## src/rtl/gpio_mb_pkg.sv

```systemverilog
`timescale 1ns/1ps
// Shared constants and register index encoding for the banked GPIO.
package gpio_mb_pkg;
    localparam int PINS_PER_BANK = 32;
    localparam int IDX_W         = 3;

    typedef logic [PINS_PER_BANK-1:0] pin_vec_t;

    typedef enum logic [IDX_W-1:0] {
        RI_OPEN_DRAIN = 3'd0,
        RI_DATA       = 3'd1,
        RI_DIR        = 3'd2,
        RI_POLARITY   = 3'd3,
        RI_ANY_EDGE   = 3'd4,
        RI_MASK       = 3'd5,
        RI_LEVEL      = 3'd6,
        RI_STATUS     = 3'd7
    } reg_idx_e;

    // Mask of implemented pin positions for a bank of the given width.
    function automatic pin_vec_t impl_mask(input int width);
        if (width >= PINS_PER_BANK) return '1;
        return pin_vec_t'((64'd1 << width) - 64'd1);
    endfunction
endpackage

```

## src/rtl/gpio_mb_sync.sv

```systemverilog
`timescale 1ns/1ps
// Two-flop synchronizer for asynchronous pin levels.
// Assumes the inputs are quasi-static relative to clk; no glitch filtering.
module gpio_mb_sync #(
    parameter int W = 32
) (
    input  logic         clk,
    input  logic         rst_n,
    input  logic [W-1:0] async_i,
    output logic [W-1:0] sync_o
);
    logic [W-1:0] meta_q;
    logic [W-1:0] sync_q;

    // Two-stage capture of the raw pin levels.
    always_ff @(posedge clk) begin
        if (!rst_n) begin
            meta_q <= '0;
            sync_q <= '0;
        end else begin
            meta_q <= async_i;
            sync_q <= meta_q;
        end
    end

    assign sync_o = sync_q;
endmodule

```

## src/rtl/gpio_mb_detect.sv

```systemverilog
`timescale 1ns/1ps
// Per-pin event detector: level or edge according to the configuration words.
// Assumes cur_i is already synchronized; keeps its own previous sample.
module gpio_mb_detect #(
    parameter int           W    = 32,
    parameter logic [W-1:0] IMPL = '1
) (
    input  logic         clk,
    input  logic         rst_n,
    input  logic [W-1:0] cur_i,
    input  logic [W-1:0] level_i,
    input  logic [W-1:0] pol_i,
    input  logic [W-1:0] any_i,
    output logic [W-1:0] event_o
);
    logic [W-1:0] prev_q;
    logic [W-1:0] rise, fall, lvl_hit, edge_hit;

    // Hold last synchronized sample for edge comparison.
    always_ff @(posedge clk) begin
        if (!rst_n) prev_q <= '0;
        else        prev_q <= cur_i;
    end

    // Classify each bit as a level or edge event.
    always_comb begin
        rise     = cur_i & ~prev_q;
        fall     = ~cur_i & prev_q;
        lvl_hit  = ~(cur_i ^ pol_i);
        edge_hit = (any_i & (rise | fall)) | (~any_i & pol_i & rise) | (~any_i & ~pol_i & fall);
        event_o  = IMPL & ((level_i & lvl_hit) | (~level_i & edge_hit));
    end
endmodule

```

## src/rtl/gpio_mb_bank.sv

```systemverilog
`timescale 1ns/1ps
// One bank: eight configuration/status words, pin drive, event latching.
// Assumes wr_en_i is already qualified by the bank decode; reads are combinational.
module gpio_mb_bank
    import gpio_mb_pkg::*;
#(
    parameter int WIDTH = 32
) (
    input  logic             clk,
    input  logic             rst_n,
    input  logic             wr_en_i,
    input  logic [IDX_W-1:0] idx_i,
    input  pin_vec_t         wdata_i,
    output pin_vec_t         rdata_o,
    input  pin_vec_t         pin_in_i,
    output pin_vec_t         pin_oe_o,
    output pin_vec_t         pin_out_o,
    output logic             irq_o
);
    localparam pin_vec_t IMPL = impl_mask(WIDTH);

    pin_vec_t od_q, data_q, dir_q, pol_q, any_q, mask_q, lvl_q, stat_q;
    pin_vec_t pin_sync, ev, clr;
    reg_idx_e idx;

    assign idx = reg_idx_e'(idx_i);

    gpio_mb_sync #(.W(PINS_PER_BANK)) sync_i (
        .clk(clk), .rst_n(rst_n), .async_i(pin_in_i), .sync_o(pin_sync)
    );

    gpio_mb_detect #(.W(PINS_PER_BANK), .IMPL(IMPL)) det_i (
        .clk(clk), .rst_n(rst_n), .cur_i(pin_sync), .level_i(lvl_q),
        .pol_i(pol_q), .any_i(any_q), .event_o(ev)
    );

    // Configuration word writes, masked to implemented pins.
    always_ff @(posedge clk) begin
        if (!rst_n) begin
            od_q   <= '0;
            data_q <= '0;
            dir_q  <= IMPL;
            pol_q  <= '0;
            any_q  <= '0;
            mask_q <= '0;
            lvl_q  <= '0;
        end else if (wr_en_i) begin
            case (idx)
                RI_OPEN_DRAIN: od_q   <= wdata_i & IMPL;
                RI_DATA:       data_q <= wdata_i & IMPL;
                RI_DIR:        dir_q  <= wdata_i & IMPL;
                RI_POLARITY:   pol_q  <= wdata_i & IMPL;
                RI_ANY_EDGE:   any_q  <= wdata_i & IMPL;
                RI_MASK:       mask_q <= wdata_i & IMPL;
                RI_LEVEL:      lvl_q  <= wdata_i & IMPL;
                default:       ;
            endcase
        end
    end

    // Write-one-to-clear mask for the status word.
    assign clr = (wr_en_i && idx == RI_STATUS) ? wdata_i : '0;

    // Sticky status: new events win over a simultaneous clear.
    always_ff @(posedge clk) begin
        if (!rst_n) stat_q <= '0;
        else        stat_q <= (stat_q & ~clr) | ev;
    end

    // Pin drive: push-pull or open-drain outputs, inputs released.
    always_comb begin
        pin_oe_o  = IMPL & ~dir_q & ~(od_q & data_q);
        pin_out_o = IMPL & ~dir_q & ~od_q & data_q;
    end

    // Read-back mux of the addressed word.
    always_comb begin
        case (idx)
            RI_OPEN_DRAIN: rdata_o = od_q;
            RI_DATA:       rdata_o = IMPL & ((dir_q & pin_sync) | (~dir_q & data_q));
            RI_DIR:        rdata_o = dir_q;
            RI_POLARITY:   rdata_o = pol_q;
            RI_ANY_EDGE:   rdata_o = any_q;
            RI_MASK:       rdata_o = mask_q;
            RI_LEVEL:      rdata_o = lvl_q;
            default:       rdata_o = stat_q;
        endcase
    end

    assign irq_o = |(stat_q & mask_q);


    impl_bits_chk: assert property (@(posedge clk) disable iff (!rst_n)
        ((stat_q | pin_oe_o | pin_out_o) & ~IMPL) == '0);


    w1c_clear_chk: assert property (@(posedge clk) disable iff (!rst_n)
        (wr_en_i && idx == RI_STATUS) |=> ((stat_q & $past(wdata_i & ~ev)) == '0));


    event_latch_chk: assert property (@(posedge clk) disable iff (!rst_n)
        (|ev) |=> ((stat_q & $past(ev)) == $past(ev)));


    input_released_chk: assert property (@(posedge clk) disable iff (!rst_n)
        ((pin_oe_o | pin_out_o) & dir_q) == '0);
endmodule

```

## src/rtl/gpio_multibank.sv

```systemverilog
`timescale 1ns/1ps
// Banked GPIO controller top: address decode, read mux, shared interrupt.
// Assumes BANK_WIDTHS holds one 6-bit width per bank, bank 0 in the low field.
module gpio_multibank
    import gpio_mb_pkg::*;
#(
    parameter int                     NUM_BANKS   = 3,
    parameter logic [NUM_BANKS*6-1:0] BANK_WIDTHS = {6'd12, 6'd0, 6'd32},
    localparam int BANK_SEL_W = (NUM_BANKS > 1) ? $clog2(NUM_BANKS) : 1,
    localparam int ADDR_W     = BANK_SEL_W + IDX_W,
    localparam int PIN_W      = NUM_BANKS * PINS_PER_BANK
) (
    input  logic              clk,
    input  logic              rst_n,
    input  logic [ADDR_W-1:0] reg_addr,
    input  logic              reg_wen,
    input  logic [31:0]       reg_wdata,
    output logic [31:0]       reg_rdata,
    input  logic [PIN_W-1:0]  pin_in,
    output logic [PIN_W-1:0]  pin_oe,
    output logic [PIN_W-1:0]  pin_out,
    output logic              irq
);
    logic [BANK_SEL_W-1:0] bank_sel;
    logic [IDX_W-1:0]      idx;
    pin_vec_t              bank_rd [NUM_BANKS];
    logic [NUM_BANKS-1:0]  bank_irq;

    assign bank_sel = reg_addr[ADDR_W-1:IDX_W];
    assign idx      = reg_addr[IDX_W-1:0];

    for (genvar b = 0; b < NUM_BANKS; b++) begin : g_bank
        logic wr_hit;
        assign wr_hit = reg_wen && (bank_sel == BANK_SEL_W'(b));

        gpio_mb_bank #(.WIDTH(int'(BANK_WIDTHS[b*6 +: 6]))) bank_i (
            .clk(clk),
            .rst_n(rst_n),
            .wr_en_i(wr_hit),
            .idx_i(idx),
            .wdata_i(reg_wdata),
            .rdata_o(bank_rd[b]),
            .pin_in_i(pin_in[b*PINS_PER_BANK +: PINS_PER_BANK]),
            .pin_oe_o(pin_oe[b*PINS_PER_BANK +: PINS_PER_BANK]),
            .pin_out_o(pin_out[b*PINS_PER_BANK +: PINS_PER_BANK]),
            .irq_o(bank_irq[b])
        );
    end

    // Select the addressed bank's word; absent banks read zero.
    always_comb begin
        reg_rdata = '0;
        for (int b = 0; b < NUM_BANKS; b++) begin
            if (bank_sel == BANK_SEL_W'(b)) reg_rdata = bank_rd[b];
        end
    end

    assign irq = |bank_irq;
endmodule

```

## config.mk

```make
export PLATFORM = sky130hd
export DESIGN_NAME = gpio_multibank
export DESIGN_NICKNAME = d
export VERILOG_FILES = /design/src/rtl/gpio_mb_pkg.sv /design/src/rtl/gpio_mb_sync.sv /design/src/rtl/gpio_mb_detect.sv /design/src/rtl/gpio_mb_bank.sv /design/src/rtl/gpio_multibank.sv
export SDC_FILE = /design/constraint.sdc
export NUM_CORES = 1
export LEC_CHECK = 0
export ABC_AREA = 1
export BUFFER_PORTS_ARGS = -buffer_cell sky130_fd_sc_hd__buf_2
export CAP_MARGIN = 20
export CORE_MARGIN = 2
export CORE_UTILIZATION = 55
export CTS_BUF_LIST = sky130_fd_sc_hd__clkbuf_4 sky130_fd_sc_hd__clkbuf_8
export DETAILED_ROUTE_END_ITERATION = 8
export GPL_TIMING_DRIVEN = 0
export PLACE_DENSITY = 0.74
export SETUP_SLACK_MARGIN = 0.02
export SLEW_MARGIN = 20
export SYNTH_ARGS = -nofsm -noshare
export SYNTH_HDL_FRONTEND = slang
export SYNTH_SLANG_ARGS = --single-unit
```

## constraint.sdc

```tcl
create_clock -name clk -period 4.6 [get_ports clk]
set_input_delay 0.69 -clock clk [delete_from_list [all_inputs] [get_ports clk]]
set_output_delay 0.69 -clock clk [all_outputs]
set_load 0.005 [all_outputs]
```

## Yosys cells after proc, flatten, opt, wreduce, memory -nomap -nowiden

Cells that the tools add are included.
W data, S select, Z words.

| storage, ports and cells | value |
|---|---|
| register bits | 536 |
| bits of input ports | 136 |
| output and inout port bits | 225 |

| cells by class | value |
|---|---|
| equality and inequality tests | 9 |
| muxes and demuxes | 9 |
| bitwise operators | 70 |
| reduce and logical (&&, ||, !) cells | 24 |

Operators with widths:

| cell | count |
|---|---|
| $and A32 B32 Y32 | 19 |
| $pmux W32 S7 | 2 |
| $not A32 Y32 | 13 |
| $mux W32 | 7 |
| $or A32 B32 Y32 | 6 |
| $and A12 B12 Y12 | 12 |
| $not A12 Y12 | 7 |
| $and A12 B32 Y32 | 2 |
| $and A32 B12 Y32 | 2 |
| $reduce_or A64 Y1 | 1 |
| $or A12 B12 Y12 | 5 |
| $not A12 Y32 | 1 |
| $or A32 B12 Y32 | 1 |
| $xor A32 B32 Y32 | 1 |
| $reduce_and A2 Y1 | 14 |
| $eq A3 B3 Y1 const B | 4 |
| $xor A12 B12 Y12 | 1 |
| $reduce_or A7 Y1 | 1 |
| $eq A3 B2 Y1 const B | 2 |
| $logic_and A1 B1 Y1 | 6 |
| $eq A3 B1 Y1 const B | 1 |
| $logic_not A3 Y1 | 1 |
| $eq A2 B1 Y1 const B | 1 |
| $eq A2 B2 Y1 const B | 1 |
| $logic_not A2 Y1 | 1 |

## Depth between registers and ports, before layout

Gate-level depths: netlist of the first run.

| logic depth | value |
|---|---|
| depth in word-level cells | 9 |
| mapped depth | 11 |

## Modules after synthesis

From an unflattened synthesis of the first run, not the netlist that was laid out.

| second synthesis, totals | value |
|---|---|
| cells, all modules | 4747 |
| area total of the unflattened synthesis | 31988.2 um^2 |

By module, submodules not included:

| module | instances | cells an instance | area an instance (um^2) | sequential area each (um^2) |
|---|---|---|---|---|
| gpio_mb_bank at g_bank[0].bank_i | 1 | 1922 | 12489.5 | 5124.9 |
| gpio_mb_bank at g_bank[2].bank_i | 1 | 916 | 6023.3 | 2322.2 |
| gpio_mb_sync | 3 | 199 | 1840.5 | 1281.2 |
| gpio_mb_detect at g_bank[0].bank_i.det_i | 1 | 579 | 3397.0 | 640.6 |
| gpio_mb_bank at g_bank[1].bank_i | 1 | 307 | 2063.2 | 640.6 |
| gpio_mb_detect at g_bank[2].bank_i.det_i | 1 | 238 | 1426.4 | 240.2 |
| gpio_multibank | 1 | 155 | 823.3 | 0.0 |
| gpio_mb_detect at g_bank[1].bank_i.det_i | 1 | 33 | 244.0 | 0.0 |

## Worst setup path after synthesis of the first run

OpenSTA, ideal clock, no wires.

| path | value |
|---|---|
| path kind | input -> output |
| from | in reg_addr[0] |
| to | out reg_rdata[24] |
| arrival time | 1738 ps |
| data required time | 3910 ps |
| path slack | 2172 ps |
| stages on the path | 11 |
| buffers on the path | 2 |
| cell sequence | buf_4 > nor2_4 > nand2_2 > inv_2 > buf_2 > nand2_1 > nand2_1 > nor2_1 > nand2_1 > nand2_1 > nand3_1 |

| between the ends | value |
|---|---|
| cells in the longest elaborated chain, start to end | 5 |
| elaborated cells on any way between the ends | 14 |

Ends and longest elaborated chain:

| item | line | text |
|---|---|---|
| from (decl) | gpio_multibank.sv:15 | `input logic [ADDR_W-1:0] reg_addr,` |
| $eq A3 B3 Y1, or another cell as far along | gpio_mb_bank.sv:78 | `case (idx)` |
| $pmux W32 S7 or $reduce_or A7 Y1 (tied branches) | n/a |  |
| $mux W32 (on tied branches) | gpio_multibank.sv:54, gpio_mb_bank.sv:78 |  |
| $mux W32 | gpio_multibank.sv:54 | `if (bank_sel == BANK_SEL_W'(b)) reg_rdata = bank_rd[b];` |
| $mux W32 * | gpio_multibank.sv:54 |  |
| to (decl) | gpio_multibank.sv:18 | `output logic [31:0] reg_rdata,` |

Mark *: on every way between the ends. The rest lies on a longest branch, timed or not.

## Final worst setup path of the first run

| path | value |
|---|---|
| from | in reg_addr[2] |
| to | out reg_rdata[11] |

Same word-level chain as after synthesis.

==> flow_metrics.env, run 1 <==
export IMPL_grt_pass1_wl_um=141800
export IMPL_fmax_mhz=264.0
export IMPL_viasPerCell=5.571
export IMPL_r2r_start="g_bank[2].bank_i.sync_i.sync_o[2]"
export IMPL_io_pins=361
export IMPL_initial_utilization_pct=55.57
export IMPL_tightest_slew_ns=1.245
export IMPL_clockPowerShare_pct=44.9
export IMPL_synth_distinct_cells=37
export IMPL_ys_warn_count=0
export IMPL_ir_drop_mv=0.3699
export IMPL_path_clk_slew_ns=0.06
export IMPL_fillers=4350
export IMPL_worst_skew_pair_late_latency_ns=0.70
export IMPL_cp_end_kind="output port"
export IMPL_nets=4292
export IMPL_multi_input_area_um2=12090
export IMPL_vias=26430
export IMPL_yosysMostFrequentCell="nand2_1"
export IMPL_drt_pass1_iter_count=6
export IMPL_crit_start="reg_addr[2]"
export IMPL_grt_max_degree=12
export IMPL_use_met1_pct=51.73
export IMPL_status="completed"
export IMPL_power_frac_seq_pct=46.4
export IMPL_synth_avg_cell_area_um2=7.032
export IMPL_drv_cap=0
export IMPL_use_met3_pct=11.51
export IMPL_grt_total_usage_pct=38.97
export IMPL_drive_gt1_share_pct=14.17
export IMPL_min_from="pin_in[23]"
export IMPL_hold_depth=3
export IMPL_fin_crit_ns=3.788
export IMPL_power_internal_mw=7.645
export IMPL_worstPathRequired_ns=3.91
export IMPL_setup_worst_path_class="in2out"
export IMPL_p_per_area_nw_per_um2=347.7
export IMPL_swShare_pct=26.56
export IMPL_p_sw_mw=2.765
export IMPL_syn_area_um2=25810
export IMPL_rows=79
export IMPL_cts_tree="yes"
export IMPL_antenna_left=0
export IMPL_seqCellArea_um2=10730
export IMPL_dp_hpwl_um=68780
export IMPL_synth_seq_area_share_pct=41.57
export IMPL_syn2layout_area_growth_pct=15.97
export IMPL_tns_ns=0
export IMPL_portBuffers=202
export IMPL_synth_edf_count=0
export IMPL_synth_ff_type="dfxtp_1"
export IMPL_ctsHoldBuffers=0
export IMPL_drv_slew=0
export IMPL_synthArstFlopShare_pct=0
export IMPL_synth_largest_area_cell="dfxtp_1"
export IMPL_die_h_um=220.6
export IMPL_grt_use_met2_pct=56.00
export IMPL_skew_ns=0.04151
export IMPL_cp_start_kind="input port"
export IMPL_ys_top_cells_by_count="804 x nand2_1, 536 x dfxtp_1, 461 x o21ai_0"
export IMPL_critPathArrivalTime_ns=3.10
export IMPL_syn_inst=3671
export IMPL_drt_iter0_markers=3337
export IMPL_gp_routability_congestion=0.9924
export IMPL_wire_per_inst_um=20.36
export IMPL_hold_class="in2reg"
export IMPL_cellLeakagePower_nw=14.95
export IMPL_clk_path_buf_depth=3
export IMPL_fp_dieArea_um2=48680
export IMPL_max_slew_margin_pct=17.00
export IMPL_drc=0
export IMPL_ys_ff_latch=536
export IMPL_core_area_um2=46460
export IMPL_hold_violations=0
export IMPL_post_cts_buffers=0
export IMPL_post_cts_resized=0
export IMPL_cts_max_level=3
export IMPL_r2r_cells=6
export IMPL_top_usage_layer="met2"
export IMPL_antenna_found_initial=3
export IMPL_synth_top_cell_area_share_pct=41.57
export IMPL_routed_wl_um=96550
export IMPL_cts_buffers_inserted=90
export IMPL_synth_area_leaders="dfxtp_1 42%, nand2_1 12%, o21ai_0 8.9%"
export IMPL_clock_sinks=536
export IMPL_die_w_um=220.6
export IMPL_worstPathMaxFanout=10
export IMPL_combPwrFrac_pct=8.7
export IMPL_rsz0062_at_grt="false"
export IMPL_finish_utilization_pct=64.44
export IMPL_finalCritPeriodShare_pct=82.34
export IMPL_cts_root_buf="clkbuf_8"
export IMPL_grt_overflow=0
export IMPL_first_global_vias=23950
export IMPL_setup_viol=0
metrics by stage:
| stage | hold WS, ns | instance area [µm²] | cells | setup WS (ns) | power [mW] |
|---|---|---|---|---|---|
| finish | 0.1691 | 29940 | 4743 | 0.8122 | 10.41 |
| global route | 0.1674 | 29940 | 4742 | 0.8134 | 10.66 |
| CTS | 0.1558 | 29940 | 4742 | 0.9670 | 10.33 |
| detailed placement | 0.3964 | 27970 | 4583 | 0.9822 | 5.782 |
| global placement | 0.3916 | 27970 | 4583 | 0.9677 | 5.771 |
| floorplan | 0.3905 | 26200 | 3774 | 2.172 | 5.415 |
kinds of logic (layout without fill, tap and decap cells):
group / Yosys count / after routing / synth area share [%]
and+or+nand+nor: 1259 / 1259 / 20.33
AOI/OAI and AO/OA: 1031 / 1031 / 20.48
buffers and inverters: 749 / 1110 / 13.11
DFF: 536 / 536 / 41.57
adders and majority gates: 88 / 88 / 4.265
xor gates and xnor gates: 7 / 7 / 0.2375
other: 1 / 105 / 0.01453
cells in the final DEF, fill, tap and decap left out, types with 3 or more instances in the layout:
master,Yosys,routed
nand2_1,804,804
dfxtp_1,536,536
o21ai_0,461,461
inv_1,445,445
a21oi_1,437,437
nor2_1,270,270
buf_2,49,251
buf_4,130,130
clkbuf_8,0,117
conb_1,1,104
clkbuf_1,97,96
nand3_1,94,94
ha_1,88,88
o21ai_1,75,75
nand4_1,37,37
clkbuf_4,0,24
a21boi_0,22,22
nor3_1,20,20
a31oi_1,15,15
inv_2,13,13
clkinv_2,0,13
buf_1,10,10
nor2_8,8,8
nor2_4,8,8
o211ai_1,8,8
xnor2_1,7,7
o22ai_1,6,6
nand2_2,4,4
nand3b_1,4,4
inv_4,3,3
nand3_4,3,3
and3_1,3,3
a32oi_1,3,3
bufinv_16,0,3
critical path: stages:
cell and delay [ns]:
buf_6 0.17, clkbuf_1 0.94, buf_2 0.41, nand4_1 0.12, nand2_1 0.10, nor2_1 0.04
nand3_1 0.13, nand2_1 0.12, nand3_1 0.21, buf_2 0.15
power groups by stage:
stage / Combinational [mW] / Sequential [mW] / Clock (mW)
floorplan: 0.513 / 4.90 / 0
global placement: 0.847 / 4.92 / 0
detailed placement: 0.856 / 4.93 / 0
CTS: 0.861 / 4.83 / 4.65
global route: 0.964 / 4.84 / 4.86
finish: 0.902 / 4.83 / 4.68
layer usage:
metal	up-vias	share of wire, %
met4	2	6.4
met3	341	13
met2	1641	41
li1	12420	-
met5	-	0.0083
met1	12020	40
state kept, by name, indices dropped and copies added (netlist names):
| register | flops |
|---|---|
| g_bank.bank_i.mask_q | 44 |
| g_bank.bank_i.od_q | 44 |
| g_bank.bank_i.det_i.prev_q | 44 |
| g_bank.bank_i.data_q | 44 |
| g_bank.bank_i.any_q | 44 |
| g_bank.bank_i.dir_q | 44 |
| g_bank.bank_i.lvl_q | 44 |
| g_bank.bank_i.sync_i.sync_o | 44 |
| g_bank.bank_i.pol_q | 44 |
| g_bank.bank_i.sync_i.meta_q | 44 |
| g_bank.bank_i.stat_q | 96 |
final cells by class:
cell class / instances / area share [%]
Multi-Input combinational cell: 2489 / 40.38
Sequential cell: 536 / 35.84
Clock buffer: 141 / 5.981
Inverter: 461 / 5.805
Buffer: 288 / 5.500
Timing Repair Buffer: 202 / 3.377
Tap cell: 607 / 2.537
Clock inverter: 18 / 0.5726
Antenna cell: 1 / 0.008359
path summary, 6_finish.rpt:
check,slack (ns),endpoint
worst max-delay path,0.81,reg_rdata[11]
worst min-delay path,0.17,g_bank[0].bank_i.sync_i.meta_q[23]
worst min register to register,0.37,g_bank[0].bank_i.sync_i.sync_o[6]
worst max register to register,3.09,g_bank[2].bank_i.stat_q[2]
Note: power is estimated with default switching activity, not from simulation.
==> inputs of run 2 (changes only) <==
--- a/config.mk
+++ b/config.mk
@@ -9,11 +9,11 @@
 export BUFFER_PORTS_ARGS = -buffer_cell sky130_fd_sc_hd__buf_2
 export CAP_MARGIN = 20
 export CORE_MARGIN = 2
-export CORE_UTILIZATION = 55
+export CORE_UTILIZATION = 54
 export CTS_BUF_LIST = sky130_fd_sc_hd__clkbuf_4 sky130_fd_sc_hd__clkbuf_8
 export DETAILED_ROUTE_END_ITERATION = 8
 export GPL_TIMING_DRIVEN = 0
-export PLACE_DENSITY = 0.74
+export PLACE_DENSITY = 0.76
 export SETUP_SLACK_MARGIN = 0.02
 export SLEW_MARGIN = 20
 export SYNTH_ARGS = -nofsm -noshare
==> constraint.sdc (replaced) <==
create_clock -name clk -period 3.38 [get_ports clk]
set_input_delay 0.507 -clock clk [delete_from_list [all_inputs] [get_ports clk]]
set_output_delay 0.507 -clock clk [all_outputs]
set_load 0.005 [all_outputs]
==> flow_metrics.env, run 2 (synthesized netlist as in run 1, its figures left out) <==
export IMPL_ir_drop_mv=0.2352
export IMPL_setup_worst_path_class="in2out"
export IMPL_regMostFlops="g_bank.bank_i.stat_q"
export IMPL_wire_per_inst_um=20.20
export IMPL_dp_hpwl_um=68400
export IMPL_fin_crit_ns=3.296
export IMPL_fillers=4436
export IMPL_drive_gt1_share_pct=14.09
export IMPL_finalInstanceArea_um2=30170
export IMPL_initial_utilization_pct=54.41
export IMPL_cp_num_buf_inv=5
export IMPL_viasPerCell=5.596
export IMPL_post_cts_buffers=0
export IMPL_hold_class="in2reg"
export IMPL_drt_iter0_markers=3464
export IMPL_routed_wl_um=96520
export IMPL_syn2layout_area_growth_pct=16.85
export IMPL_first_global_vias=24370
export IMPL_clk_path_buf_depth=3
export IMPL_path_clk_slew_ns=0.05
export IMPL_finish_utilization_pct=63.58
export IMPL_cp_end_kind="output port"
export IMPL_path_delay_family="buffers and inverters"
export IMPL_core_area_um2=47450
export IMPL_setup_viol=0
export IMPL_tightest_slew_ns=1.218
export IMPL_p_total_mw=13.96
export IMPL_max_slew_margin_pct=18.80
export IMPL_worstPathMaxFanout=10
export IMPL_gp_routability_congestion=1.003
export IMPL_layout_common_cells="804 x nand2_1, 536 x dfxtp_1, 461 x o21ai_0"
export IMPL_critPathArrivalTime_ns=2.79
export IMPL_grt_total_usage_pct=37.77
export IMPL_rsz0062_at_grt="false"
export IMPL_place_area_um2=27980
export IMPL_p_per_area_nw_per_um2=462.8
export IMPL_grt_max_degree=13
export IMPL_clock_sinks=536
export IMPL_antenna_found_initial=5
export IMPL_io_pins=361
export IMPL_grt_overflow=0
export IMPL_die_h_um=222.6
export IMPL_cts_root_buf="clkbuf_8"
export IMPL_antenna_left=0
export IMPL_cts_max_level=3
export IMPL_vias=26740
export IMPL_drv_cap=0
export IMPL_crit_slowest_cell="buf_2"
export IMPL_finalNonFillerCells=4779
export IMPL_drc=0
export IMPL_skew_ns=0.03377
export IMPL_cp_start_kind="input port"
export IMPL_rows=80
export IMPL_drv_slew=0
export IMPL_fmax_mhz=303.4
export IMPL_cp_cell_sequence="buf_2, buf_4, nand3_4, inv_2, buf_2, nand2_1, nand2_1, nor2_1, nand2_1, nand2_1, nand3_1, buf_2"
export IMPL_worstPathRequired_ns=2.87
export IMPL_cts_tree="yes"
export IMPL_tns_ns=0
export IMPL_portBuffers=202
export IMPL_final_common_cell="nand2_1"
export IMPL_finalCritPeriodShare_pct=97.52
export IMPL_crit_path_frequent_cell="nand2_1"
export IMPL_grt_pass1_wl_um=142300
export IMPL_worst_skew_pair_late_latency_ns=0.70
export IMPL_cellLeakagePower_nw=15.02
export IMPL_cts_buffers_inserted=90
export IMPL_status="completed"
export IMPL_largest_reg_flops=96
export IMPL_max_stage_delay_ns=0.51
export IMPL_drt_pass1_iter_count=6
export IMPL_die_w_um=222.6
export IMPL_hold_violations=0
export IMPL_dp_cells=4591
export IMPL_nets=4319
export IMPL_fp_dieArea_um2=49570
-- run 2: worst min-delay path: stages --
cell and delay, ns:
buf_2 0.08, nand2_1 0.04, inv_1 0.04
-- run 2: stage by stage --
| stage | worst slack (ns) | hold slack [ns] |
|---|---|---|
| final | 0.08389 | 0.01932 |
| after global routing | 0.1363 | 0.03157 |
| after CTS | 0.09568 | 0.002798 |
| after detailed placement | 0.1095 | 0.3959 |
| after global placement | 0.1137 | 0.3914 |
| after floorplan | 1.318 | 0.3905 |
-- run 2: path summary, 6_finish.rpt --
kind,start,to,slack (ns),depth (start not counted)
max,reg_addr[1],reg_rdata[8],0.08,12
min,pin_in[71],g_bank[2].bank_i.sync_i.meta_q[7],0.02,3
max reg2reg,g_bank[2].bank_i.sync_i.sync_o[2],g_bank[2].bank_i.stat_q[2],1.91,5
min reg2reg,g_bank[0].bank_i.sync_i.meta_q[17],g_bank[0].bank_i.sync_i.sync_o[17],0.41,2
-- run 2: power breakdown --
| group | total [mW] | internal [mW] | leakage [nW] | switching, mW |
|---|---|---|---|---|
| Combinational | 1.25 | 0.381 | 9.67 | 0.870 |
| Clock | 6.13 | 3.40 | 1.00 | 2.73 |
| Sequential | 6.57 | 6.46 | 4.35 | 0.113 |
| Total | 14.0 | 10.2 | 15.0 | 3.71 |
-- run 2: layout make-up --
cell class	instances	area [µm²]	area share, %
Inverter	461	1738	5.761
Clock buffer	141	1778	5.894
Buffer	288	1650	5.471
Timing Repair Buffer	229	1281	4.247
Tap cell	615	769.5	2.551
Antenna cell	5	12.51	0.04148
Clock inverter	15	117.6	0.3899
Multi-Input combinational cell	2489	12090	40.07
Sequential cell	536	10730	35.57
-- run 2: repair_timing --
item / in CTS / in global routing
setup endpoints to repair: 0 / 5
endpoints found under the hold margin: 27 / 0
hold buffers: 27 / 0
resized for setup: 0 / 8
-- run 2: per-layer routing --
metal  vias up  GRT usage (%)  part of all wire [%]
met5         -              0                 0.064
met4         4          24.90                   6.6
met3       345          10.29                    14
met2      1832          55.63                    41
met1     12070          48.55                    38
li1      12500              -                     -
